File: config.mk
export PLATFORM = sky130hd
export DESIGN_NAME = dac_spi_writer
export DESIGN_NICKNAME = d
export VERILOG_FILES = /design/src/rtl/dac_spi_pkg.sv /design/src/rtl/dac_sclk_div.sv /design/src/rtl/dac_shift_reg.sv /design/src/rtl/dac_spi_writer.sv
export SDC_FILE = /design/constraint.sdc
export NUM_CORES = 1
export LEC_CHECK = 0
export BUFFER_PORTS_ARGS = -buffer_cell sky130_fd_sc_hd__buf_2
export CAP_MARGIN = 15
export CELL_PAD_IN_SITES_DETAIL_PLACEMENT = 1
export CELL_PAD_IN_SITES_GLOBAL_PLACEMENT = 1
export CORE_MARGIN = 4
export CORE_UTILIZATION = 25
export CTS_BUF_LIST = sky130_fd_sc_hd__clkbuf_8 sky130_fd_sc_hd__clkbuf_16
export CTS_CLUSTER_DIAMETER = 60
export DETAILED_ROUTE_END_ITERATION = 7
export PLACE_DENSITY_LB_ADDON = 0.08
export SLEW_MARGIN = 10
export SYNTH_ARGS = -nofsm -noshare
export SYNTH_HDL_FRONTEND = slang
export SYNTH_SLANG_ARGS = --single-unit
File: constraint.sdc
create_clock -name clk -period 3.2 [get_ports clk]
set_input_delay 0.16 -clock clk [delete_from_list [all_inputs] [get_ports clk]]
set_output_delay 0.16 -clock clk [all_outputs]
set_load 0.005 [all_outputs]
File: src/rtl/dac_spi_pkg.sv
package dac_spi_pkg;
  typedef enum logic [1:0] {
    WR_IDLE  = 2'd0,
    WR_SHIFT = 2'd1,
    WR_GAP   = 2'd2,
    WR_LOAD  = 2'd3
  } wr_state_t;
endpackage

File: src/rtl/dac_sclk_div.sv
module dac_sclk_div #(
  parameter int SCLK_HALF = 2
) (
  input  logic clk,
  input  logic rst,
  input  logic run,
  output logic sclk,
  output logic fall_tick
);
  localparam int CW = (SCLK_HALF > 1) ? $clog2(SCLK_HALF) : 1;
  localparam logic [CW-1:0] LAST = CW'(SCLK_HALF - 1);

  logic [CW-1:0] cnt_q;
  logic          tick;

  assign tick      = run && (cnt_q == LAST);
  assign fall_tick = tick && sclk;

  always_ff @(posedge clk) begin
    if (rst || !run) begin
      cnt_q <= '0;
      sclk  <= 1'b0;
    end else if (tick) begin
      cnt_q <= '0;
      sclk  <= ~sclk;
    end else begin
      cnt_q <= cnt_q + 1'b1;
    end
  end

  // once the divider is stopped the clock pin must sit low
  p_sclk_rests_low_r3: assert property (@(posedge clk) disable iff (rst)
    !run |=> !sclk);
endmodule

File: src/rtl/dac_shift_reg.sv
module dac_shift_reg #(
  parameter int DATA_W = 16
) (
  input  logic              clk,
  input  logic              rst,
  input  logic              load,
  input  logic              shift,
  input  logic [DATA_W-1:0] din,
  output logic              msb
);
  logic [DATA_W-1:0] sh_q;

  always_ff @(posedge clk) begin
    if (rst)        sh_q <= '0;
    else if (load)  sh_q <= din;
    else if (shift) sh_q <= {sh_q[DATA_W-2:0], 1'b0};
  end

  assign msb = sh_q[DATA_W-1];
endmodule

File: src/rtl/dac_spi_writer.sv
module dac_spi_writer
  import dac_spi_pkg::*;
#(
  parameter int DATA_W        = 16,
  parameter int SCLK_HALF     = 2,
  parameter int LOAD_GAP      = 2,
  parameter int LOAD_LEN      = 2,
  parameter bit LOAD_TIED_LOW = 1'b0
) (
  input  logic              clk,
  input  logic              rst,
  input  logic              in_valid,
  output logic              in_ready,
  input  logic [DATA_W-1:0] in_data,
  output logic              busy,
  output logic              done,
  output logic              cs_n,
  output logic              sclk,
  output logic              sdo,
  output logic              load_n
);
  localparam int BW   = $clog2(DATA_W);
  localparam int TMAX = (LOAD_GAP > LOAD_LEN) ? LOAD_GAP : LOAD_LEN;
  localparam int TW   = $clog2(TMAX + 1);
  localparam logic [BW-1:0] LAST_BIT = BW'(DATA_W - 1);
  localparam logic [TW-1:0] GAP_END  = TW'(LOAD_GAP - 1);
  localparam logic [TW-1:0] LOAD_END = TW'(LOAD_LEN - 1);

  wr_state_t     st_q;
  logic [BW-1:0] bit_q;
  logic [TW-1:0] tmr_q;
  logic          fall_tick;
  logic          shift_msb;
  logic          accept;
  logic          last_fall;

  assign accept    = in_valid && (st_q == WR_IDLE);
  assign last_fall = (st_q == WR_SHIFT) && fall_tick && (bit_q == LAST_BIT);

  dac_sclk_div #(.SCLK_HALF(SCLK_HALF)) u_div (
    .clk       (clk),
    .rst       (rst),
    .run       (st_q == WR_SHIFT),
    .sclk      (sclk),
    .fall_tick (fall_tick)
  );

  dac_shift_reg #(.DATA_W(DATA_W)) u_shift (
    .clk   (clk),
    .rst   (rst),
    .load  (accept),
    .shift ((st_q == WR_SHIFT) && fall_tick && !last_fall),
    .din   (in_data),
    .msb   (shift_msb)
  );

  always_ff @(posedge clk) begin
    if (rst) begin
      st_q  <= WR_IDLE;
      bit_q <= '0;
      tmr_q <= '0;
      done  <= 1'b0;
    end else begin
      done <= 1'b0;
      unique case (st_q)
        WR_IDLE: begin
          if (accept) begin
            st_q  <= WR_SHIFT;
            bit_q <= '0;
          end
        end
        WR_SHIFT: begin
          if (last_fall) begin
            tmr_q <= '0;
            if (LOAD_TIED_LOW) begin
              st_q <= WR_IDLE;
              done <= 1'b1;
            end else begin
              st_q <= WR_GAP;
            end
          end else if (fall_tick) begin
            bit_q <= bit_q + 1'b1;
          end
        end
        WR_GAP: begin
          if (tmr_q == GAP_END) begin
            st_q  <= WR_LOAD;
            tmr_q <= '0;
          end else begin
            tmr_q <= tmr_q + 1'b1;
          end
        end
        WR_LOAD: begin
          if (tmr_q == LOAD_END) begin
            st_q <= WR_IDLE;
            done <= 1'b1;
          end else begin
            tmr_q <= tmr_q + 1'b1;
          end
        end
        default: st_q <= WR_IDLE;
      endcase
    end
  end

  assign in_ready = (st_q == WR_IDLE);
  assign busy     = (st_q != WR_IDLE);
  assign cs_n     = (st_q != WR_SHIFT);
  assign sdo      = (st_q == WR_SHIFT) && shift_msb;

  generate
    if (LOAD_TIED_LOW) begin : g_tied
      assign load_n = 1'b0;
    end else begin : g_pulsed
      assign load_n = (st_q != WR_LOAD);

      p_load_high_selected_r5: assert property (@(posedge clk) disable iff (rst)
        !cs_n |-> load_n);
      p_load_falls_deselected_r5: assert property (@(posedge clk) disable iff (rst)
        $fell(load_n) |-> cs_n);
    end
  endgenerate

  p_accept_starts_r1: assert property (@(posedge clk) disable iff (rst)
    in_valid && in_ready |=> !cs_n && busy);
  p_sclk_idle_low_r3: assert property (@(posedge clk) disable iff (rst)
    cs_n |-> !sclk && !sdo);
  p_sdo_moves_on_fall_r4: assert property (@(posedge clk) disable iff (rst)
    !cs_n && $past(!cs_n) && !$fell(sclk) |-> $stable(sdo));
  p_done_single_r9: assert property (@(posedge clk) disable iff (rst)
    done |=> !done);
  p_done_idle_r9: assert property (@(posedge clk) disable iff (rst)
    done |-> in_ready);
endmodule

Word-level counts from Yosys, hierarchy flattened
Index checks and enable logic that the tools add are counted.
Storage, ports and cells
  latch bits: 0
  memory bits (read-only): 0
  input bits: 19
  memories: 0
  output and inout port bits: 7
  register bits: 27
  memory bits (writable): 0
  logic and storage cells: 62
Cells by class
  shift-type cells: 0
  add/sub/neg operators: 3
  reductions and logical operators: 20
  bitwise gates (word level): 2
  muxes and demuxes: 16
  $lt $le $gt $ge: 0
  equal/unequal tests: 14
  multiply operators: 0
  div/mod/pow operators: 0
Operators by type and width (number)
  $mux 16: 2
  $mux 2: 7
  $ne 2x2->1 const B: 7
  $mux 4: 3
  $pmux 2 s4: 1
  $pmux 4 s2: 1
  $reduce_and 4->1: 2
  $logic_and 1x1->1: 7
  $pmux 2 s3: 1
  $reduce_bool 2->1: 3
  $add 4x1->4 const B: 1
  $eq 2x1->1 const B: 2
  $eq 2x2->1 const B: 2
  $eq 4x4->1 const B: 1
  $ne 2x1->1 const B: 2
  $reduce_or 2->1: 2
  $reduce_and 3->1: 1
  $reduce_bool 3->1: 1
  $add 2x1->2 const B: 1
  $logic_not 1->1: 2
  $logic_not 2->1: 1
  $not 1->1: 2
  $add 1x1->1 const B: 1
  $logic_or 1x1->1: 1
  $mux 1: 1

Logic depth before layout (Yosys ltp)
Gate-level depths: netlist of the first run.
  depth in word-level cells: 9
  depth in mapped cells: 8
  gate-level depth less buffers: 6

By module
A second synthesis of the first run with hierarchy kept.
Unflattened totals
  cells, all modules: 152
  area total of the unflattened synthesis: 1530.2 um2
Modules (own cells, without submodules)
  dac_shift_reg: area an instance 764.5 um2, times used 1, cells an instance 71, sequential area each 320.3 um2
  dac_spi_writer: area an instance 695.7 um2, times used 1, cells an instance 74, sequential area each 180.2 um2
  dac_sclk_div: area an instance 70.1 um2, times used 1, cells an instance 7, sequential area each 40.0 um2

Worst setup path after synthesis of the first run
No wires, ideal clock.
  path type: reg-to-reg
  start point: register st_q[1]
  end point: register u_shift.sh_q[10]
  setup time: 0.086 ns
  slack: 1.662 ns
  data required time: 3.114 ns
  period minus slack after synthesis: 1.538 ns
  arrival time: 1.453 ns
  cell stages (with the launch flop): 9
  buffers on the path: 3
  cell sequence: dfxtp_1 inv_1 ha_1 clkbuf_2 and3_4 buf_12 buf_12 mux2i_1 a211oi_1
Between the ends
  longest elaborated chain between the ends: 8
  elaborated cells on any way between the ends: 11
  classes of those cells: 1 x eq/ne; 1 x mux; 9 x reduce/logical
Ends and longest elaborated chain
  start: declaration: RTL line dac_spi_writer.sv:29  | wr_state_t st_q;
  start signal: assignment: RTL line dac_spi_writer.sv:59  | st_q <= WR_IDLE;
  start signal: assignment: RTL line dac_spi_writer.sv:68  | st_q <= WR_SHIFT;
  start signal: assignment: RTL line dac_spi_writer.sv:76  | st_q <= WR_IDLE;
  $eq 2x1->1: RTL line dac_spi_writer.sv:38, dac_spi_writer.sv:43, dac_spi_writer.sv:52
  $logic_and 1x1->1: RTL line dac_sclk_div.sv:16  | assign tick = run && (cnt_q == LAST);
  $logic_and 1x1->1: RTL line dac_sclk_div.sv:17  | assign fall_tick = tick && sclk;
  $logic_and 1x1->1: RTL line dac_spi_writer.sv:38, dac_spi_writer.sv:52
  $logic_and 1x1->1: RTL line dac_spi_writer.sv:38  | assign last_fall = (st_q == WR_SHIFT) && fall_tick && (bit_q == LAST_BIT);
  $logic_not 1->1: RTL line dac_spi_writer.sv:52  | .shift ((st_q == WR_SHIFT) && fall_tick && !last_fall),
  $logic_and 1x1->1: RTL line dac_spi_writer.sv:52
  $reduce_bool 2->1 (no line)
  end signal: assignment: RTL line dac_shift_reg.sv:15  | else if (load) sh_q <= din;
  end signal: assignment: RTL line dac_shift_reg.sv:16  | else if (shift) sh_q <= {sh_q[DATA_W-2:0], 1'b0};
  end: declaration: RTL line dac_shift_reg.sv:11  | logic [DATA_W-1:0] sh_q;
Parallel ways exist; a longest one is shown, timed or not.
A chain may end at the register's enable or synchronous reset.

Final worst setup path of the first run
  start point: register st_q[0]
  end point: register u_shift.sh_q[7]
Same word-level chain as after synthesis.

==> results of run 1 <==
[Yosys cell counts, types with 2 or more instances]
cell type and n:
inv_1 8, buf_12 2, mux2i_1 16, nand2_1 7
nor2_1 19, a31oi_1 2, clkbuf_1 5, a211oi_1 15
and2_1 2, or4_1 2, o31ai_1 2, o21ai_0 4
nand3_1 2, ha_1 8, a21oi_1 7, nand4_1 3
dfxtp_1 27, nand2b_1 4, nor3_1 3
[area by class of cell]
type	count	area [um2]	share of cell area [%]
Timing Repair Buffer	25	125	7.85
Multi-Input combinational cell	109	762	47.8
Inverter	8	30.0	1.88
Clock buffer	3	41.3	2.59
Sequential cell	27	541	33.9
Clock inverter	1	5.00	0.314
Tap cell	72	90.1	5.65
[power groups by stage]
stage | combinational (mW) | sequential [mW] | clock, mW
3_5_place_dp | 0.416 | 0.475 | 0
5_1_grt | 0.480 | 0.479 | 0.223
4_1_cts | 0.419 | 0.466 | 0.216
2_1_floorplan | 0.305 | 0.458 | 0
3_3_place_gp | 0.408 | 0.470 | 0
6_report | 0.409 | 0.464 | 0.198
[cells by family (layout without fill, tap and decap cells)]
group                      after synthesis  count (layout)  synth area share, %
buffers and inverters                   17              37                 7.47
adders and majority gates                8               8                 7.11
AOI/OAI and AO/OA                       36              36                 17.3
muxes                                   16              16                 11.4
and+or+nand+nor                         48              48                 17.7
DFF                                     27              27                 38.4
xor gates and xnor gates                 1               1                0.622
[cell usage in the layout (no fill, tap or decap), types with 2 or more instances in the layout]
master / count
dfxtp_1: 27
buf_2: 25
o21ai_0: 4
nand2_1: 7
nor2_1: 19
inv_1: 8
a21oi_1: 7
a211oi_1: 15
and2_1: 2
nor3_1: 3
clkbuf_8: 3
nand3_1: 2
mux2i_1: 16
or4_1: 2
ha_1: 8
o31ai_1: 2
nand2b_1: 4
a31oi_1: 2
nand4_1: 3
[worst max-delay path, delay by kind of cell (launching register included)]
family | cells | cell delay [ns]
fa+ha+maj | 1 | 0.28
compound gates | 1 | 0.24
buf+inv | 1 | 0.10
simple gates | 2 | 0.82
flops | 1 | 0.39
[state kept, by name (all words and copies together), names as in the netlist]
signal	cells
tmr_q	2
u_div.cnt_q	1
u_div.sclk	1
done	1
bit_q	4
st_q	2
u_shift.sh_q	16
[path summary, 6_finish.rpt]
| path | from | to | slack [ns] | cells after the start |
|---|---|---|---|---|
| max reg2reg | st_q[0] | u_shift.sh_q[7] | 1.26 | 5 |
| min | in_data[0] | u_shift.sh_q[0] | 0.15 | 3 |
| max | st_q[0] | u_shift.sh_q[7] | 1.26 | 5 |
| min reg2reg | u_div.cnt_q | u_div.cnt_q | 0.48 | 1 |
[per-stage QoR]
stage	area, um2	setup slack, ns
floorplan	1410	1.66
global placement	1550	1.34
detailed placement	1550	1.26
CTS	1590	1.22
global route	1590	0.979
finish	1590	1.26
[layer usage]
metal  track usage, %  vias up  share of wire, %
li1                 -      585                 -
met1             12.8      557                48
met2             16.3       10                48
met3             1.98        2               2.5
met4             3.12        0              0.75
met5                0        -                 0
==> results.py, run 1 <==
metrics = {
    "power_and_ir_drop": {
        "p_sw_mw": 0.404,
        "p_per_area_nw_per_um2": 672,
        "pwr-share-clk_pct": 18.5,
        "max-vdd-ir-drop_mv": 0.253,
        "switching_share_pct": 37.7,
        "total_power_mw": 1.07,
        "seqPwrFrac_pct": 43.3,
        "p_comb_share_pct": 38.2,
        "internal_power_mw": 0.668,
        "p_leak_nw": 0.588,
    },
    "synthesis": {
        "synth_edf_count": 0,
        "synth_cell_types": 34,
        "synth_top_cell_by_area": "dfxtp_1",
        "synthCells": 153,
        "syn-cell-area_um2": 1410,
        "synth-seq-cells": 27,
        "async_flop_share_pct": 0,
        "avgSynthCellArea_um2": 9.20,
        "ys_warn_count": 0,
        "synth_ff_type": "dfxtp_1",
        "synth_area_leaders": "dfxtp_1 38%, mux2i_1 11%, a211oi_1 8.0%, ha_1 7.1%, nor2_1 5.1%",
        "ys_seq_area_share_pct": 38.4,
        "yosys.area.top_type_share_pct": 38.4,
        "synth_nets": 180,
    },
    "clock_tree": {
        "clock_path_buffers": 2,
        "insertion_delay_ns": 0.27,
        "cts-resized-gates": 0,
        "cts_tree": "built",
        "cts_buffers": 3,
        "clock_sinks": 27,
        "postCtsSetupBuffers": 0,
        "cts.hold.buffers_added": 0,
        "htree_levels": 1,
        "root_buffer": "clkbuf_8",
        "path_clk_slew_ns": 0.10,
    },
    "worst_setup_path": {
        "crit_slowest_cell": "nand2_1",
        "cp-end-kind": "flip-flop",
        "path_cells": "inv_1 > ha_1 > nand2_1 > nor2_1 > a211oi_1",
        "crit_required_ns": 3.38,
        "worstSetupStartpointType": "flip-flop",
        "arrival_ns": 2.12,
        "max_stage_delay_ns": 0.73,
        "path_max_fanout": 32,
        "path_class": "reg2reg",
    },
    "floorplan": {
        "core_um2": 5470,
        "pin_count": 26,
        "row_count": 27,
        "die_h_um": 83.0,
        "die_area_um2": 6890,
        "die_w_um": 83.0,
        "start_util_pct": 25.7,
    },
    "timing": {
        "fmax_mhz": 516,
        "tns_ns": 0,
        "slew_viol_final": 0,
        "rsz0062_at_grt": "false",
        "clock_skew_ns": 0.00410,
        "whs_ns": 0.146,
        "min_period_over_period_pct": 60.5,
        "finalSetupViolations": 0,
        "finalCriticalPeriod_ns": 1.94,
        "slew_headroom_pct": 35.8,
        "hold_viol": 0,
        "worstMarginPinSlew_ns": 0.961,
    },
    "drt": {
        "via_per_inst": 4.71,
        "drtPass1Iterations": 4,
        "drt_iter0_drc": 20,
        "antenna_left": 0,
        "routed_wl_um": 3320,
        "post_drt_wl_per_cell_um": 13.5,
        "drc": 0,
        "dr_total_vias": 1154,
    },
    "finish": {
        "areaGrowthSynthToFinish_pct": 13.2,
        "insertedDiodeCount": 0,
        "fin_cells": 245,
        "drive_gt1_share_pct": 18.5,
        "utilization_pct": 29.1,
        "fillers": 662,
        "fin_nets": 201,
    },
    "place": {
        "portBuffers": 25,
        "hpwlAfterDp_um": 2450,
        "gp_congestion": 0.727,
        "dp_cells": 241,
    },
    "outcome": {
        "status": "complete, no violations",
    },
    "global_route": {
        "grt_pass1_wl_um": 5730,
        "grt_usage_pct": 9.82,
        "grt_pass1_vias": 1246,
        "overflow": 0,
        "antenna_found_initial": 0,
        "grt_max_degree": 33,
    },
    "job": {
        "timing.max_cap.violations": 0,
    },
    "hold_path": {
        "min_path_type": "in2reg",
    },
}
(Power assumes the default switching activity.)
==> run 2, diff against run 1 <==
- clock period: 3.2 -> 1.9 ns (I/O delays scaled with it)
==> run 2 against run 1 <==
Compared with the run above:
- worst hold slack lost 0.061 ns
- critical path depth grew 1
- clock-buffer cell count is the same
- sequential share of layout area shrank 0.52 points
- fmax grew 15%
- register-to-register slack lost 1.1 ns
- routed wire length shrank 0.12%
- clock skew shrank 0.0013 ns
- sequential power grew 69%
- largest cell class unchanged
==> results.py, run 2 (synthesis results as in run 1) <==
metrics = {
    "clock_tree": {
        "root_buffer": "clkbuf_8",
        "postCtsSetupBuffers": 0,
        "clock_path_buffers": 2,
        "cts.hold.buffers_added": 0,
        "clock_sinks": 27,
        "htree_levels": 1,
        "cts_buffers": 3,
        "cts-resized-gates": 0,
        "path_clk_slew_ns": 0.10,
        "cts_tree": "built",
        "insertion_delay_ns": 0.27,
    },
    "global_route": {
        "grt_usage_pct": 10.1,
        "grt_pass1_vias": 1281,
        "grt_pass1_wl_um": 5950,
        "grt_max_degree": 25,
        "overflow": 0,
        "antenna_found_initial": 0,
    },
    "floorplan": {
        "core_um2": 5470,
        "die_h_um": 83.0,
        "row_count": 27,
        "start_util_pct": 25.7,
        "die_w_um": 83.0,
        "pin_count": 26,
        "die_area_um2": 6890,
    },
    "hold_path": {
        "hold_depth": 3,
        "worstHoldStart": "in_data[0]",
        "hold_end": "u_shift.sh_q[0]",
        "min_path_type": "in2reg",
    },
    "finish": {
        "top_regs": "u_shift.sh_q: 16 flops, bit_q: 4 flops",
        "layout_common_cells": "27 x dfxtp_1, 25 x buf_2, 19 x nor2_1, 16 x mux2i_1, 15 x a211oi_1",
        "layout.cells.most_common": "dfxtp_1",
        "fillers": 676,
        "largest_reg_flops": 16,
        "fin_nets": 204,
        "areaGrowthSynthToFinish_pct": 15.0,
        "insertedDiodeCount": 0,
        "largest-register": "u_shift.sh_q",
        "drive_gt1_share_pct": 19.9,
    },
    "drt": {
        "routed_wl_um": 3310,
        "drc": 0,
        "antenna_left": 0,
        "drtPass1Iterations": 4,
        "drt_iter0_drc": 30,
        "dr_total_vias": 1150,
        "post_drt_wl_per_cell_um": 13.4,
        "via_per_inst": 4.64,
    },
    "place": {
        "gp_congestion": 0.772,
        "portBuffers": 25,
        "pre_cts_ws_ns": 0.230,
        "hpwlAfterDp_um": 2490,
    },
    "worst_setup_path": {
        "cp-end-kind": "flip-flop",
        "crit_required_ns": 2.09,
        "path_max_fanout": 7,
        "reg2reg_to": "bit_q[0]",
        "ff2ff_setup_slack_ns": 0.21,
        "r2r-start": "st_q[0]",
        "path_class": "reg2reg",
        "arrival_ns": 1.88,
        "worstSetupStartpointType": "flip-flop",
        "reg2regPathDepth": 6,
    },
    "power_and_ir_drop": {
        "internal_power_mw": 1.16,
        "seqPwrFrac_pct": 42.0,
        "pwr-share-clk_pct": 18.5,
        "p_sw_mw": 0.705,
        "p_comb_share_pct": 39.5,
        "p_per_area_nw_per_um2": 1150,
        "max-vdd-ir-drop_mv": 0.460,
        "switching_share_pct": 37.9,
        "p_leak_nw": 0.598,
    },
    "timing": {
        "clock_skew_ns": 0.00283,
        "fmax_mhz": 592,
        "slew_viol_final": 0,
        "rsz0062_at_grt": "false",
        "finalCriticalPeriod_ns": 1.69,
        "setup_ws_ns": 0.212,
        "finalSetupViolations": 0,
        "tns_ns": 0,
        "worstMarginPinSlew_ns": 0.490,
        "min_period_over_period_pct": 88.8,
        "slew_headroom_pct": 67.3,
        "hold_viol": 0,
    },
    "job": {
        "timing.max_cap.violations": 0,
    },
    "outcome": {
        "status": "complete, no violations",
    },
}
==> run 2: area by class of cell <==
class / instances / area (um2) / share of cell area, %
multi-input cells: 109 / 762 / 47.1
inverters: 8 / 30.0 / 1.85
flip-flops and latches: 27 / 541 / 33.4
clock inverters: 1 / 7.51 / 0.464
repair buffers: 28 / 148 / 9.12
clock buffers: 3 / 41.3 / 2.55
well taps: 72 / 90.1 / 5.56
==> run 2: power groups by stage <==
| stage | Combinational, mW | Sequential, mW | Clock [mW] |
|---|---|---|---|
| after floorplan | 0.514 | 0.771 | 0 |
| after global placement | 0.718 | 0.794 | 0 |
| after detailed placement | 0.745 | 0.798 | 0 |
| after CTS | 0.749 | 0.785 | 0.373 |
| after global routing | 0.841 | 0.802 | 0.391 |
| final | 0.735 | 0.782 | 0.345 |
==> run 2: per-stage QoR <==
stage | total power, mW | std cells | hold WS [ns] | instance area, um2 | utilization [%]
6_report | 1.86 | 248 | 0.0850 | 1620 | 29.6
3_3_place_gp | 1.51 | 244 | 0.372 | 1570 | 28.7
3_5_place_dp | 1.54 | 244 | 0.383 | 1570 | 28.7
4_1_cts | 1.91 | 248 | 0.0761 | 1620 | 29.6
5_1_grt | 2.03 | 248 | 0.0797 | 1620 | 29.6
2_1_floorplan | 1.28 | 153 | 0.174 | 1410 | -
==> run 2: critical path, stage by stage (launching register included) <==
cell	delay, ns
dfxtp_1	0.41
inv_1	0.11
ha_1	0.30
or2_2	0.30
a21oi_1	0.27
o21ai_0	0.14
o31ai_1	0.07
==> run 2: per-layer routing <==
layer / GRT usage (%) / part of all wire, %
met5: 0 / 0
met4: 3.27 / 0.88
met3: 2.18 / 3.5
met2: 16.3 / 48
met1: 13.3 / 48
==> run 2: worst max path at each step <==
stage,from,to,slack (ns),depth (start not counted)
after floorplan,st_q[1],u_shift.sh_q[10],0.36,8
after global placement,bit_q[0],tmr_q[0],0.24,5
after detailed placement,st_q[1],u_shift.sh_q[8],0.23,5
after CTS,st_q[1],u_shift.sh_q[8],0.20,5
after global routing,st_q[1],u_shift.sh_q[9],0.05,5
final,st_q[0],bit_q[0],0.21,6
==> run 3, diff against run 2 <==
- GPL_TIMING_DRIVEN: unset -> 0
==> run 3 against run 2 <==
Compared with the run above:
- critical path type unchanged
- die area stayed put
- critical endpoint is now tmr_q[1]
- critical path depth is 1 lower
- clock skew is 0.0015 ns higher
- final area is 3.8% higher
- final cell count is 2.4% higher
==> results.py, run 3 (synthesis results as in run 1) <==
metrics = {
    "outcome": {
        "status": "complete, no violations",
    },
    "drt": {
        "drt_iter0_drc": 52,
        "drc": 0,
        "post_drt_wl_per_cell_um": 14.1,
        "drtPass1Iterations": 4,
        "routed_wl_um": 3580,
        "antenna_left": 0,
        "via_per_inst": 4.73,
        "dr_total_vias": 1202,
    },
    "global_route": {
        "overflow": 0,
        "antenna_found_initial": 0,
        "use_met3_pct": 1.98,
        "grt_usage_pct": 11.1,
        "grt_pass1_wl_um": 6310,
        "grt_max_degree": 17,
        "grt_use_met2_pct": 19.7,
        "busiest_layer": "met2",
        "gr-usage-met1_pct": 13.3,
        "grt_pass1_vias": 1334,
    },
    "finish": {
        "insertedDiodeCount": 0,
        "layout.cells.most_common": "dfxtp_1",
        "fin_nets": 210,
        "largest-register": "u_shift.sh_q",
        "drive_gt1_share_pct": 22.0,
        "areaGrowthSynthToFinish_pct": 19.4,
        "largest_reg_flops": 16,
        "top_regs": "u_shift.sh_q: 16 flops, bit_q: 4 flops",
        "layout_common_cells": "26 x dfxtp_1, 25 x buf_2, 19 x nor2_1, 16 x mux2i_1, 14 x a211oi_1",
        "fin_cells": 254,
    },
    "floorplan": {
        "row_count": 27,
        "die_h_um": 83.0,
        "die_area_um2": 6890,
        "start_util_pct": 25.7,
        "pin_count": 26,
        "die_w_um": 83.0,
        "core_um2": 5470,
    },
    "timing": {
        "fmax_mhz": 565,
        "slew_viol_final": 0,
        "clock_skew_ns": 0.00433,
        "finalCriticalPeriod_ns": 1.77,
        "tns_ns": 0,
        "setup_ws_ns": 0.131,
        "min_period_over_period_pct": 93.1,
        "hold_viol": 0,
        "slew_headroom_pct": 57.3,
        "rsz0062_at_grt": "false",
        "finalSetupViolations": 0,
        "worstMarginPinSlew_ns": 0.634,
    },
    "worst_setup_path": {
        "r2r-start": "bit_q[1]",
        "cp-end-kind": "flip-flop",
        "arrival_ns": 1.92,
        "path_class": "reg2reg",
        "path_max_fanout": 8,
        "crit_start": "bit_q[1]",
        "crit_required_ns": 2.05,
        "worstSetupStartpointType": "flip-flop",
    },
    "clock_tree": {
        "cts_buffers": 3,
        "path_clk_slew_ns": 0.10,
        "htree_levels": 1,
        "cts_tree": "built",
        "cts.hold.buffers_added": 0,
        "insertion_delay_ns": 0.27,
        "clock_sinks": 27,
        "clock_path_buffers": 2,
        "root_buffer": "clkbuf_8",
        "postCtsSetupBuffers": 0,
    },
    "place": {
        "portBuffers": 25,
        "hpwlAfterDp_um": 2750,
        "pre_cts_ws_ns": 0.0376,
        "gp_congestion": 0.788,
        "dp_cells": 250,
    },
    "job": {
        "timing.max_cap.violations": 0,
    },
    "power_and_ir_drop": {
        "p_leak_nw": 0.625,
        "max-vdd-ir-drop_mv": 0.329,
        "p_per_area_nw_per_um2": 1110,
    },
    "hold_path": {
        "min_path_type": "in2reg",
        "worstHoldStart": "rst",
    },
}
## run 3: worst max-delay path, cell delays in order, from the launching register on
cell and delay (ns):
dfxtp_1 0.39, ha_1 0.23, nand3_4 0.13, o21ai_0 0.55, o2111a_1 0.29, nor3_1 0.04
## run 3: path summary, 6_finish.rpt
| check | end | slack (ns) | cells past startpoint |
|---|---|---|---|
| worst max-delay path | tmr_q[1] | 0.13 | 5 |
| worst min-delay path | bit_q[2] | 0.08 | 2 |
| worst max register to register | tmr_q[1] | 0.13 | 5 |
| worst min register to register | u_shift.sh_q[0] | 0.49 | 2 |
## run 3: metrics by stage
| stage | hold WS [ns] | total power [mW] | cell area [um2] | utilization [%] |
|---|---|---|---|---|
| final | 0.0816 | 1.87 | 1680 | 30.7 |
| after detailed placement | 0.384 | 1.54 | 1620 | 29.7 |
| after global routing | 0.0751 | 2.05 | 1680 | 30.7 |
| after global placement | 0.366 | 1.51 | 1620 | 29.7 |
| after CTS | 0.0741 | 1.90 | 1670 | 30.5 |
| after floorplan | 0.174 | 1.28 | 1410 | - |
## run 3: where the power goes
part | internal, mW | switching, mW
logic | 0.297 | 0.446
registers | 0.701 | 0.0879
clock network | 0.149 | 0.192
## run 3: final cells by class
class / count / area, um2
Buffer: 9 / 77.6
Clock buffer: 3 / 41.3
Clock inverter: 1 / 7.51
Fill cell: 656 / 3790
Inverter: 8 / 30.0
Multi-Input combinational cell: 109 / 767
Sequential cell: 27 / 542
Tap cell: 72 / 90.1
Timing Repair Buffer: 25 / 125
## run 3: what timing repair did
| action | in CTS | in global routing |
|---|---|---|
| endpoints found under the setup margin | 0 | 15 |
| gates resized for setup | 0 | 6 |
| hold endpoints to repair | 0 | 0 |
## run 3: per-layer routing
metal / wire length [um] / share of wire (%) / vias up
li1: - / - / 606
met1: 1680 / 47 / 580
met2: 1750 / 49 / 12
met3: 94 / 2.6 / 4
met4: 46 / 1.3 / 0
met5: 0 / 0 / -
